### src/rtl/issue_occ_pkg.sv
package issue_occ_pkg;
  typedef enum logic [3:0] {
    CLS_ALU    = 4'd0,
    CLS_MISC   = 4'd1,
    CLS_BRANCH = 4'd2,
    CLS_LOAD   = 4'd3,
    CLS_STORE  = 4'd4,
    CLS_MUL    = 4'd5,
    CLS_MAC    = 4'd6,
    CLS_DIV    = 4'd7,
    CLS_LDM    = 4'd8,
    CLS_STM    = 4'd9,
    CLS_LDD    = 4'd10,
    CLS_STD    = 4'd11
  } iclass_e;
endpackage

### src/rtl/issue_occ_lut.sv
module issue_occ_lut
  import issue_occ_pkg::*;
#(
  parameter int WORDS_W      = 4,
  parameter int OCC_W        = 6,
  parameter int MUL_FAST_CYC = 1,
  parameter int MAC_FAST_CYC = 2,
  parameter int MUL_SLOW_CYC = 17,
  parameter int MAC_SLOW_CYC = 18,
  parameter int DIV_CYC      = 37,
  parameter int DBL_CYC      = 2,
  parameter int MAX_WORDS    = 8,
  parameter int WIDE_WORDS   = 12
) (
  input  logic [3:0]         class_i,
  input  logic [WORDS_W-1:0] words_i,
  input  logic               mul_slow_i,
  output logic [OCC_W-1:0]   occ_o
);
  localparam logic [OCC_W-1:0]   OneC    = OCC_W'(1);
  localparam logic [OCC_W-1:0]   MulFast = OCC_W'(MUL_FAST_CYC);
  localparam logic [OCC_W-1:0]   MacFast = OCC_W'(MAC_FAST_CYC);
  localparam logic [OCC_W-1:0]   MulSlow = OCC_W'(MUL_SLOW_CYC);
  localparam logic [OCC_W-1:0]   MacSlow = OCC_W'(MAC_SLOW_CYC);
  localparam logic [OCC_W-1:0]   DivC    = OCC_W'(DIV_CYC);
  localparam logic [OCC_W-1:0]   DblC    = OCC_W'(DBL_CYC);
  localparam logic [WORDS_W-1:0] WMin    = WORDS_W'(1);
  localparam logic [WORDS_W-1:0] WMax    = WORDS_W'(MAX_WORDS);
  localparam logic [WORDS_W-1:0] WWide   = WORDS_W'(WIDE_WORDS);

  logic words_ok;
  assign words_ok = ((words_i >= WMin) && (words_i <= WMax)) || (words_i == WWide);

  always_comb begin
    case (class_i)
      CLS_MUL:          occ_o = mul_slow_i ? MulSlow : MulFast;
      CLS_MAC:          occ_o = mul_slow_i ? MacSlow : MacFast;
      CLS_DIV:          occ_o = DivC;
      CLS_LDM, CLS_STM: occ_o = words_ok ? OCC_W'(words_i) : OneC;
      CLS_LDD, CLS_STD: occ_o = DblC;
      default:          occ_o = OneC;  // simple classes and unknown codes
    endcase
  end
endmodule

### src/rtl/issue_occ_cnt.sv
module issue_occ_cnt #(
  parameter int OCC_W = 6
) (
  input  logic             clk_i,
  input  logic             rst_ni,
  input  logic             load_i,
  input  logic [OCC_W-1:0] occ_i,
  output logic [OCC_W-1:0] cnt_o,
  output logic             zero_o
);
  logic [OCC_W-1:0] cnt_q;

  always_ff @(posedge clk_i or negedge rst_ni) begin
    if (!rst_ni)              cnt_q <= '0;
    else if (load_i)          cnt_q <= occ_i - OCC_W'(1);
    else if (cnt_q != '0)     cnt_q <= cnt_q - OCC_W'(1);
  end

  assign cnt_o  = cnt_q;
  assign zero_o = (cnt_q == '0);

  AST_DOWNCOUNT: assert property (@(posedge clk_i) disable iff (!rst_ni)
    (!load_i && cnt_q != '0) |=> cnt_q == $past(cnt_q) - OCC_W'(1));
  AST_LOAD_IDLE_ONLY: assert property (@(posedge clk_i) disable iff (!rst_ni)
    load_i |-> cnt_q == '0);
endmodule

### src/rtl/issue_occ_ctrl.sv
module issue_occ_ctrl
  import issue_occ_pkg::*;
#(
  parameter int WORDS_W      = 4,
  parameter int MUL_FAST_CYC = 1,
  parameter int MAC_FAST_CYC = 2,
  parameter int MUL_SLOW_CYC = 17,
  parameter int MAC_SLOW_CYC = 18,
  parameter int DIV_CYC      = 37,
  parameter int DBL_CYC      = 2,
  parameter int MAX_WORDS    = 8,
  parameter int WIDE_WORDS   = 12,
  localparam int OCC_W       = $clog2(DIV_CYC + 1)
) (
  input  logic               clk_i,
  input  logic               rst_ni,
  input  logic               valid_i,
  input  logic [3:0]         class_i,
  input  logic [WORDS_W-1:0] words_i,
  input  logic               mul_slow_i,
  output logic               ready_o,
  output logic [OCC_W-1:0]   busy_o
);
  logic [OCC_W-1:0] occ;
  logic             accept;
  logic             idle;

  issue_occ_lut #(
    .WORDS_W(WORDS_W), .OCC_W(OCC_W),
    .MUL_FAST_CYC(MUL_FAST_CYC), .MAC_FAST_CYC(MAC_FAST_CYC),
    .MUL_SLOW_CYC(MUL_SLOW_CYC), .MAC_SLOW_CYC(MAC_SLOW_CYC),
    .DIV_CYC(DIV_CYC), .DBL_CYC(DBL_CYC),
    .MAX_WORDS(MAX_WORDS), .WIDE_WORDS(WIDE_WORDS)
  ) u_lut (
    .class_i   (class_i),
    .words_i   (words_i),
    .mul_slow_i(mul_slow_i),
    .occ_o     (occ)
  );

  assign accept = valid_i && idle;

  issue_occ_cnt #(.OCC_W(OCC_W)) u_cnt (
    .clk_i (clk_i),
    .rst_ni(rst_ni),
    .load_i(accept),
    .occ_i (occ),
    .cnt_o (busy_o),
    .zero_o(idle)
  );

  assign ready_o = idle;

  AST_ACCEPT_LOAD: assert property (@(posedge clk_i) disable iff (!rst_ni)
    (valid_i && ready_o) |=> busy_o == $past(occ) - OCC_W'(1));
  AST_OCC_NONZERO: assert property (@(posedge clk_i) disable iff (!rst_ni)
    valid_i |-> occ != '0);
  AST_DIV_FIXED: assert property (@(posedge clk_i) disable iff (!rst_ni)
    (valid_i && class_i == CLS_DIV) |-> occ == OCC_W'(DIV_CYC));
  AST_SIMPLE_ONE: assert property (@(posedge clk_i) disable iff (!rst_ni)
    (valid_i && class_i <= CLS_STORE) |-> occ == OCC_W'(1));
  AST_SLOW_MUL: assert property (@(posedge clk_i) disable iff (!rst_ni)
    (valid_i && mul_slow_i && class_i == CLS_MUL) |-> occ == OCC_W'(MUL_SLOW_CYC));
  AST_BUSY_STALLS: assert property (@(posedge clk_i) disable iff (!rst_ni)
    (busy_o != '0) |-> !ready_o);
endmodule

### config.mk
export PLATFORM = sky130hd
export DESIGN_NAME = issue_occ_ctrl
export DESIGN_NICKNAME = d
export VERILOG_FILES = /design/src/rtl/issue_occ_pkg.sv /design/src/rtl/issue_occ_lut.sv /design/src/rtl/issue_occ_cnt.sv /design/src/rtl/issue_occ_ctrl.sv
export SDC_FILE = /design/constraint.sdc
export NUM_CORES = 1
export LEC_CHECK = 0
export ABC_AREA = 1
export BUFFER_PORTS_ARGS = -buffer_cell sky130_fd_sc_hd__buf_4
export CORE_MARGIN = 2
export CORE_UTILIZATION = 35
export DETAILED_ROUTE_END_ITERATION = 12
export GPL_TIMING_DRIVEN = 1
export PLACE_DENSITY = 0.58
export SYNTH_ARGS = -nofsm -noshare
export SYNTH_HDL_FRONTEND = slang
export SYNTH_SLANG_ARGS = --single-unit
### constraint.sdc
create_clock -name clk_i -period 1.7 [get_ports clk_i]
set_input_delay 0.255 -clock clk_i [delete_from_list [all_inputs] [get_ports clk_i]]
set_output_delay 0.255 -clock clk_i [all_outputs]
set_load 0.02 [all_outputs]
==> results.py, run 1 <==
metrics = {
    "timing": {
        "setup_slack_ns": 0.133,
        "rsz0062_at_grt": "true",
        "post-route-period-util_pct": 92.2,
        "tightest_slew_ns": 0.318,
        "setup_viol": 0,
        "slew_headroom_pct": 78.8,
        "finClkSkew_ns": 0.00480,
        "hold_violations": 0,
        "drv_slew": 0,
        "period_minus_slack_ns": 1.57,
        "fmax_ghz": 0.638,
    },
    "min_path": {
        "hold_end": "u_cnt.cnt_o[1]",
        "hold_start": "valid_i",
        "hold_class": "input port to flip-flop",
        "hold_depth": 3,
    },
    "yosys": {
        "yosys_most_used_dff": "dfrtp_1",
        "yosys.area.top_type": "dfrtp_1",
        "synth_edf_count": 0,
        "ys_seq_area_share_pct": 29.7,
        "synth_common_cells": "nand2_1 (19), nor2_1 (16), inv_1 (11), nand3_1 (7), dfrtp_1 (6)",
        "avgSynthCellArea_sq_um": 6.40,
        "synth_area_leaders": "dfrtp_1 (30%), nand2_1 (14%), nor2_1 (12%)",
        "synth_nets": 92,
        "synthArstFlopShare_pct": 100,
        "synthCells": 79,
        "netlist-cell-type-count": 18,
        "syn-cell-area_sq_um": 505,
        "yosys_warnings": 0,
        "ys_ff_latch": 6,
        "synth_top_area_share_pct": 29.7,
        "synth_most_common_cell": "nand2_1",
    },
    "critical_path": {
        "r2r_start": "u_cnt.cnt_o[3]",
        "worstPathCellList": "nor2_2, nand3_2, nor2_4, nand3_2, nand2_2, ha_4, nand3_4, nor2_4, nand2_2, nand2_2, nor2_1",
        "cp_max_fo": 3,
        "cpMostUsedCell": "nand2_2",
        "cp.required_ns": 1.84,
        "timing.rr.end": "u_cnt.cnt_o[4]",
        "arrival_ns": 1.70,
        "cp_slowest_stage_delay_ns": 0.40,
        "startpoint_type": "flip-flop",
        "cp-end-kind": "flip-flop",
        "cp_slowest_cell": "dfrtp_1",
        "reg2regPathDepth": 11,
        "regToRegSetupSlack_ns": 0.13,
        "critPathKind": "flip-flop to flip-flop",
    },
    "cells_and_area": {
        "n_fill_cell": 126,
        "largest_register_ffs": 6,
        "diodes": 0,
        "drive_gt1_share_pct": 45.1,
        "nets": 128,
        "syn_to_final_growth_pct": 63.1,
        "fin_util_pct": 62.6,
    },
    "routing": {
        "drt-total-wl_microns": 1320,
        "vias": 589,
        "wire_per_inst_microns": 10.3,
        "antenna_left": 0,
        "first_iter_violations": 10,
        "drc": 0,
        "drtPass1Iterations": 4,
        "vias_per_cell": 4.60,
    },
    "cts": {
        "cts_buffers": 3,
        "clk_latency_ns": 0.24,
        "cts_tree": "built",
        "cts_max_level": 1,
        "clk_pin_slew_ns": 0.04,
        "root_buffer": "clkbuf_4",
        "cts.sinks": 6,
        "cts_buffer_depth": 2,
    },
    "floorplanning": {
        "coreArea_sq_um": 1320,
        "die-width_microns": 42.0,
        "pin_count": 19,
        "die_y_microns": 42.0,
        "start_util_pct": 38.4,
        "die_area_sq_um": 1760,
        "rows": 13,
    },
    "power": {
        "p_leak_nw": 0.431,
        "p_per_area_nw_per_um2": 1490,
        "ir_worst_vdd_mv": 0.876,
    },
    "placement": {
        "hpwl_microns": 1040,
        "place_ws_ns": 0.0253,
        "portBuffers": 18,
        "gp_congestion": 0.774,
    },
    "grt": {
        "first_global_vias": 556,
        "grt_first_pass_wirelength_microns": 2300,
        "antenna_found_initial": 0,
        "grt_max_degree": 7,
        "grt_overflow_total": 0,
        "grt_util_all_layers_pct": 16.8,
    },
    "outcome": {
        "status": "finished, final reports clean",
    },
    "job": {
        "max_cap_violations": 0,
    },
}
-- logic make-up (layout without fill, tap and decap cells) --
| family | count (synthesis) | count (layout) | share of synthesized area, % |
|---|---|---|---|
| and+or+nand+nor | 53 | 53 | 49.3 |
| buffers and inverters | 12 | 46 | 8.91 |
| AOI/OAI and AO/OA | 7 | 7 | 9.65 |
| DFF | 6 | 6 | 29.7 |
| adders and majority gates | 1 | 1 | 2.47 |
-- final cells by class --
| type | count | area, sq um | share of cell area [%] |
|---|---|---|---|
| Clock buffer | 3 | 22.5 | 2.73 |
| Inverter | 12 | 45.0 | 5.46 |
| Multi-Input combinational cell | 61 | 353 | 42.8 |
| Sequential cell | 6 | 150 | 18.2 |
| Tap cell | 15 | 18.8 | 2.28 |
| Timing Repair Buffer | 31 | 235 | 28.5 |
-- worst max-delay path, delay by kind of cell (launching register included) --
| family | cells | cell delay [ns] |
|---|---|---|
| adders and majority gates | 1 | 0.15 |
| and+or+nand+nor | 10 | 0.90 |
| DFF | 1 | 0.40 |
-- how the worst max path moves through the flow --
stage	from	endpoint	slack, ns	cells past startpoint
floorplan	u_cnt.cnt_o[1]	u_cnt.cnt_o[4]	0.08	11
global placement	class_i[1]	u_cnt.cnt_o[4]	0.09	14
detailed placement	class_i[2]	u_cnt.cnt_o[4]	0.03	14
CTS	u_cnt.cnt_o[5]	u_cnt.cnt_o[4]	0.03	11
global route	u_cnt.cnt_o[2]	u_cnt.cnt_o[4]	-0.03	11
finish	u_cnt.cnt_o[3]	u_cnt.cnt_o[4]	0.13	11
-- power breakdown --
part           total (W)  internal (W)  switching (W)
sequential      0.000263      0.000214      0.0000498
clock           0.000128     0.0000796      0.0000483
combinational   0.000835      0.000403       0.000432
total            0.00123      0.000696       0.000530
-- layer usage --
layer / vias up / routed length (microns) / global-route usage, % / share of wire, %
met4: 0 / 0 / 9.68 / 0
met1: 261 / 580 / 20.8 / 44
met5: - / 0 / 0 / 0
met2: 13 / 682 / 28.1 / 52
met3: 0 / 60 / 1.72 / 4.5
li1: 315 / - / - / -
-- placed cells by master, fill, tap and decap left out, drive strengths merged --
cell	Yosys	routed
a21boi	1	1
a21oi	2	2
buf	0	30
clkbuf	0	3
dfrtp	6	6
dlygate4sd3	0	1
ha	1	1
inv	12	12
nand2	22	22
nand3	9	9
nand3b	1	1
nand4	1	1
nor2	20	20
o21ai	1	1
o21bai	3	3
-- timing repair --
item | 4_1_cts | 5_1_grt
hold buffers | 1 | 0
hold endpoints to repair | 6 | 0
endpoints found under the setup margin | 0 | 1
setup buffers | 0 | 7
gates resized for setup | 0 | 10
-- stage by stage --
step	TNS (ns)	area [sq um]	hold slack [ns]	std cells	power (W)
global route	-0.0457	825	0.329	128	0.00135
finish	0	825	0.319	128	0.00123
floorplan	0	505	-0.0406	79	0.000667
detailed placement	0	697	0.0668	117	0.000919
global placement	0	697	0.0669	117	0.000916
CTS	0	729	0.312	121	0.00105
Power figures use the tool's default switching activity.
==> inputs of run 2 (changes only) <==
CORE_AREA = 2 2 39 41   (was unset)
CORE_MARGIN = unset   (was 2)
CORE_UTILIZATION = unset   (was 35)
DIE_AREA = 0 0 41 43   (was unset)
PLACE_DENSITY = 0.62   (was 0.58)
==> results.py, run 2 (synthesis results as in run 1) <==
metrics = {
    "outcome": {
        "status": "finished, final reports clean",
    },
    "routing": {
        "drtPass1Iterations": 4,
        "wire_per_inst_microns": 10.3,
        "vias_per_cell": 4.67,
        "first_iter_violations": 6,
        "antenna_left": 0,
        "drc": 0,
        "drt-total-wl_microns": 1310,
        "vias": 598,
    },
    "floorplanning": {
        "pin_count": 19,
        "start_util_pct": 36.5,
        "die_y_microns": 43,
        "die-width_microns": 41,
        "die_area_sq_um": 1760,
        "rows": 14,
        "coreArea_sq_um": 1380,
    },
    "grt": {
        "first_global_vias": 467,
        "grt_max_degree": 7,
        "grt_first_pass_wirelength_microns": 1810,
        "antenna_found_initial": 0,
        "grt_overflow_total": 0,
        "grt_util_all_layers_pct": 15.5,
    },
    "timing": {
        "fmax_ghz": 0.600,
        "finClkSkew_ns": 0.00185,
        "hold_violations": 0,
        "slew_headroom_pct": 78.9,
        "drv_slew": 0,
        "rsz0062_at_grt": "true",
        "finalSetupTns_ns": 0,
        "setup_viol": 0,
        "tightest_slew_ns": 0.316,
        "post-route-period-util_pct": 98.1,
        "period_minus_slack_ns": 1.67,
    },
    "cts": {
        "clk_pin_slew_ns": 0.04,
        "root_buffer": "clkbuf_4",
        "clk_latency_ns": 0.23,
        "cts_tree": "built",
        "cts_buffers": 3,
        "cts.sinks": 6,
        "cts_max_level": 1,
        "cts_buffer_depth": 2,
    },
    "placement": {
        "portBuffers": 18,
        "hpwl_microns": 988,
        "dp.cells": 116,
        "gp_congestion": 0.777,
        "dpl-instance-area_sq_um": 683,
    },
    "cells_and_area": {
        "largest_register_ffs": 6,
        "nets": 127,
        "syn_to_final_growth_pct": 61.9,
        "stdcell_count": 128,
        "final_common_cell": "buf_4",
        "fin_util_pct": 59.1,
        "diodes": 0,
        "design_area_sq_um": 818,
        "layout_common_cells": "buf_4 (29), nand2_1 (19), nor2_1 (14)",
        "drive_gt1_share_pct": 42.0,
    },
    "min_path": {
        "hold_class": "input port to flip-flop",
    },
    "power": {
        "p_per_area_nw_per_um2": 1480,
        "ir_worst_vdd_mv": 0.783,
        "p_leak_nw": 0.427,
        "p_total_w": 0.00121,
    },
    "critical_path": {
        "critPathKind": "flip-flop to flip-flop",
        "arrival_ns": 1.79,
        "startpoint_type": "flip-flop",
        "cp_max_fo": 3,
        "cp.required_ns": 1.82,
        "cp-end-kind": "flip-flop",
    },
    "job": {
        "max_cap_violations": 0,
    },
}
==> run 2: cell count changes in the layout (fill, tap and decap cells not counted) <==
cell      previous run  this run
o21bai_2             1         0
nor2_2               5         4
nand2_1             17        19
nand2_2              5         3
o21bai_4             0         1
buf_4               30        29
nor2_1              13        14
==> run 2: routing by layer <==
layer	vias to the layer above	wire length [microns]	GRT usage, %
met2	13	689	22.5
met1	268	527	19.5
met5	-	0	0
li1	315	-	-
met3	2	83	3.66
met4	0	12	10.0
==> run 2: area by class of cell <==
| cell class | instances | area (sq um) |
|---|---|---|
| tap | 16 | 20.0 |
| clock buffer | 3 | 22.5 |
| inverter | 12 | 45.0 |
| timing repair buffer | 30 | 228 |
| fill | 141 | 566 |
| multi-input combinational | 61 | 353 |
| sequential | 6 | 150 |
==> run 2: timing repair <==
item	in CTS	in global routing
setup endpoints to repair	0	1
hold endpoints to repair	6	0
setup buffers	0	8
resized for setup	0	8
hold buffers	1	0
==> run 2: worst paths after layout <==
check                                     from             end  slack (ns)  cells after the start
worst max register to register  u_cnt.cnt_o[0]  u_cnt.cnt_o[4]        0.03                     11
max in group asynchronous               rst_ni  u_cnt.cnt_o[4]        1.22                      2
worst min-delay path                   valid_i  u_cnt.cnt_o[1]        0.33                      3
worst min register to register  u_cnt.cnt_o[5]  u_cnt.cnt_o[5]        0.63                      3
worst max-delay path            u_cnt.cnt_o[0]  u_cnt.cnt_o[4]        0.03                     11
min in group asynchronous               rst_ni  u_cnt.cnt_o[2]        0.36                      2
==> run 2: report_power, final <==
| group | total, W | switching (W) | internal [W] |
|---|---|---|---|
| registers | 0.000271 | 0.0000574 | 0.000214 |
| clock network | 0.000122 | 0.0000429 | 0.0000793 |
| logic | 0.000819 | 0.000423 | 0.000396 |
| total | 0.00121 | 0.000523 | 0.000689 |
==> run 2: worst max-delay path: stages, from the launching register on <==
cell and delay [ns]:
dfrtp_1 0.40, nor2_2 0.17, nand3_2 0.14, nor2_4 0.14, nand3_2 0.08, nand2_2 0.12, ha_4 0.16, nand3_4 0.09
nor2_4 0.11, nand2_1 0.05, nand2_1 0.05, nor2_1 0.04
==> run 2: per-stage QoR <==
step                worst slack (ns)  hold WS (ns)
floorplan                     0.0783       -0.0406
global placement              0.0562        0.0672
detailed placement            0.0113        0.0656
CTS                           0.0133         0.315
global route                 -0.0934         0.353
finish                        0.0326         0.332
==> inputs of run 3 (changes only) <==
ABC_AREA = unset   (was 1)
PLACE_DENSITY = 0.63   (was 0.62)
==> results.py, run 3 <==
metrics = {
    "routing": {
        "wire_per_inst_microns": 13.2,
        "antenna_left": 0,
        "drtPass1Iterations": 4,
        "drt-total-wl_microns": 1330,
        "first_iter_violations": 10,
        "vias_per_cell": 5.33,
        "vias": 538,
        "drc": 0,
    },
    "yosys": {
        "yosys_most_used_dff": "dfrtp_1",
        "yosys.area.top_type": "dfrtp_1",
        "synth_fa_ha_area_share_pct": 2.45,
        "synth_mux_area_share_pct": 1.96,
        "synthCells": 53,
        "synthArstFlopShare_pct": 100,
        "ys_ff_latch": 6,
        "avgSynthCellArea_sq_um": 9.63,
        "synth_common_cells": "dfrtp_1 (6), a31oi_1 (4), nor2_1 (4)",
        "synthSimpleGateAreaFrac_pct": 34.6,
        "yosys_warnings": 0,
        "ys_seq_area_share_pct": 29.4,
        "netlist-cell-type-count": 29,
        "synth_top_family_by_area": "simple AND/OR/NAND/NOR gates",
        "synth_compound_area_share_pct": 24.5,
        "synth_top_area_share_pct": 29.4,
        "synth_edf_count": 0,
        "syn-cell-area_sq_um": 510,
        "synth-xor-area-share_pct": 3.43,
        "synth_nets": 66,
        "synth_most_common_cell": "dfrtp_1",
        "synth_area_leaders": "dfrtp_1 (29%), a31oi_1 (4.9%), a31oi_2 (4.9%)",
    },
    "cells_and_area": {
        "diodes": 0,
        "stdcell_count": 101,
        "layout_common_cells": "buf_4 (27), nor2_1 (4)",
        "ff_latch_area_sq_um": 154,
        "n_fill_cell": 117,
        "syn_to_final_growth_pct": 64.0,
        "design_area_sq_um": 837,
        "largest_register_ffs": 6,
        "final_common_cell": "buf_4",
        "drive_gt1_share_pct": 60.0,
        "nets": 99,
        "multi_input_area_sq_um": 405,
    },
    "power": {
        "p_leak_nw": 0.353,
        "ir_worst_vdd_mv": 0.925,
        "p_per_area_nw_per_um2": 1580,
    },
    "grt": {
        "use_met3_pct": 6.28,
        "grt_first_pass_wirelength_microns": 2000,
        "first_global_vias": 493,
        "grt-busiest-layer": "met2",
        "met1_usage_pct": 21.8,
        "grt_util_all_layers_pct": 16.6,
        "grt_overflow_total": 0,
        "grt_max_degree": 7,
        "use_met2_pct": 25.9,
        "antenna_found_initial": 0,
    },
    "floorplanning": {
        "rows": 14,
        "die_area_sq_um": 1760,
        "coreArea_sq_um": 1380,
        "pin_count": 19,
        "die_y_microns": 43,
        "die-width_microns": 41,
        "start_util_pct": 36.9,
    },
    "cts": {
        "clk_pin_slew_ns": 0.05,
        "cts_buffer_depth": 2,
        "cts_max_level": 1,
        "cts_tree": "built",
        "root_buffer": "clkbuf_4",
        "cts.sinks": 6,
        "cts_buffers": 3,
        "clk_latency_ns": 0.24,
    },
    "placement": {
        "gp_congestion": 0.799,
        "dp.cells": 95,
        "dpl-instance-area_sq_um": 742,
        "place_ws_ns": -0.0474,
        "hpwl_microns": 1020,
        "portBuffers": 18,
    },
    "timing": {
        "slew_headroom_pct": 75.7,
        "setup_viol": 4,
        "hold_ws_ns": 0.355,
        "post-route-period-util_pct": 103,
        "fmax_ghz": 0.569,
        "period_minus_slack_ns": 1.76,
        "finalSetupTns_ns": -0.104,
        "rsz0062_at_grt": "true",
        "tightest_slew_ns": 0.364,
        "drv_slew": 0,
        "finClkSkew_ns": 0.00990,
        "setup_slack_ns": -0.0567,
        "hold_violations": 0,
    },
    "critical_path": {
        "arrival_ns": 1.50,
        "startpoint_type": "flip-flop",
        "critPathKind": "flip-flop to primary output",
        "cp.required_ns": 1.44,
        "reg2regPathDepth": 6,
        "regToRegSetupSlack_ns": -0.03,
        "r2r_start": "u_cnt.cnt_o[2]",
        "cp-end-kind": "primary output",
        "worstPathCellList": "or4_4, nor3_2, buf_4",
        "cp_slowest_stage_delay_ns": 0.56,
        "cp_max_fo": 4,
        "timing.rr.end": "u_cnt.cnt_o[3]",
        "cp_slowest_cell": "or4_4",
    },
    "job": {
        "max_cap_violations": 0,
    },
    "outcome": {
        "violations": "setup timing",
        "status": "finished with violations",
    },
    "min_path": {
        "hold_class": "input port to asynchronous set/reset pin",
    },
}
-- run 3: cell count changes in the layout (fill, tap and decap cells not counted), moves of 6 or more --
cell / delta
inv_1: -10
nor2_1: -10
nand2_1: -19
nand3_1: -6
-- run 3: critical path: cells and delay by family, from the launching register on --
family	cells	cell delay, ns
AND/OR/NAND/NOR	2	0.67
buffers and inverters	1	0.16
flip-flops	1	0.44
-- run 3: what timing repair did --
item                                   4_1_cts  5_1_grt
hold buffers                                 1        0
buffers inserted                             0        1
endpoints found under the hold margin        6        0
resized for setup                            2        8
setup endpoints to repair                    4        6
gates cloned                                 0        0
pin swaps                                    0        4
-- run 3: worst max path at each step --
stage | start | end | slack, ns | cells after the start
2_1_floorplan | u_cnt.cnt_o[2] | u_cnt.cnt_o[4] | -0.04 | 8
3_3_place_gp | u_cnt.cnt_o[1] | u_cnt.cnt_o[4] | -0.04 | 7
3_5_place_dp | u_cnt.cnt_o[1] | u_cnt.cnt_o[4] | -0.05 | 7
4_1_cts | u_cnt.cnt_o[2] | ready_o | -0.07 | 4
5_1_grt | u_cnt.cnt_o[5] | ready_o | -0.10 | 3
6_report | u_cnt.cnt_o[5] | ready_o | -0.06 | 3
-- run 3: layout make-up --
cell class | instances | share of cell area [%]
clock buffers | 4 | 3.14
flip-flops and latches | 6 | 18.4
well taps | 16 | 2.39
repair buffers | 29 | 26.8
multi-input cells | 44 | 48.4
inverters | 2 | 0.897
-- run 3: logic make-up after synthesis --
family	count (synthesis)
AO/OA/AOI/OAI	18
XOR/XNOR	2
adder cells (fa/ha/maj)	1
buffers and inverters	3
flip-flops	6
multiplexers	1
AND/OR/NAND/NOR	22
-- run 3: routing by layer --
metal	share of wire [%]	vias to the layer above	routed length (microns)
li1	-	269	-
met1	46	259	612
met2	51	10	681
met3	2.8	0	37
met4	0	0	0
met5	0	-	0
-- run 3: metrics by stage --
step	power [W]	util, %
after floorplan	0.000717	-
after global placement	0.00103	53.6
after detailed placement	0.00104	53.6
after CTS	0.00119	56.6
after global routing	0.00141	60.5
final	0.00132	60.5
-- run 3: where the power goes --
part	internal (W)	total, W	switching [W]
sequential	0.000220	0.000302	0.0000822
combinational	0.000439	0.000883	0.000445
clock	0.0000886	0.000136	0.0000478
total	0.000747	0.00132	0.000575
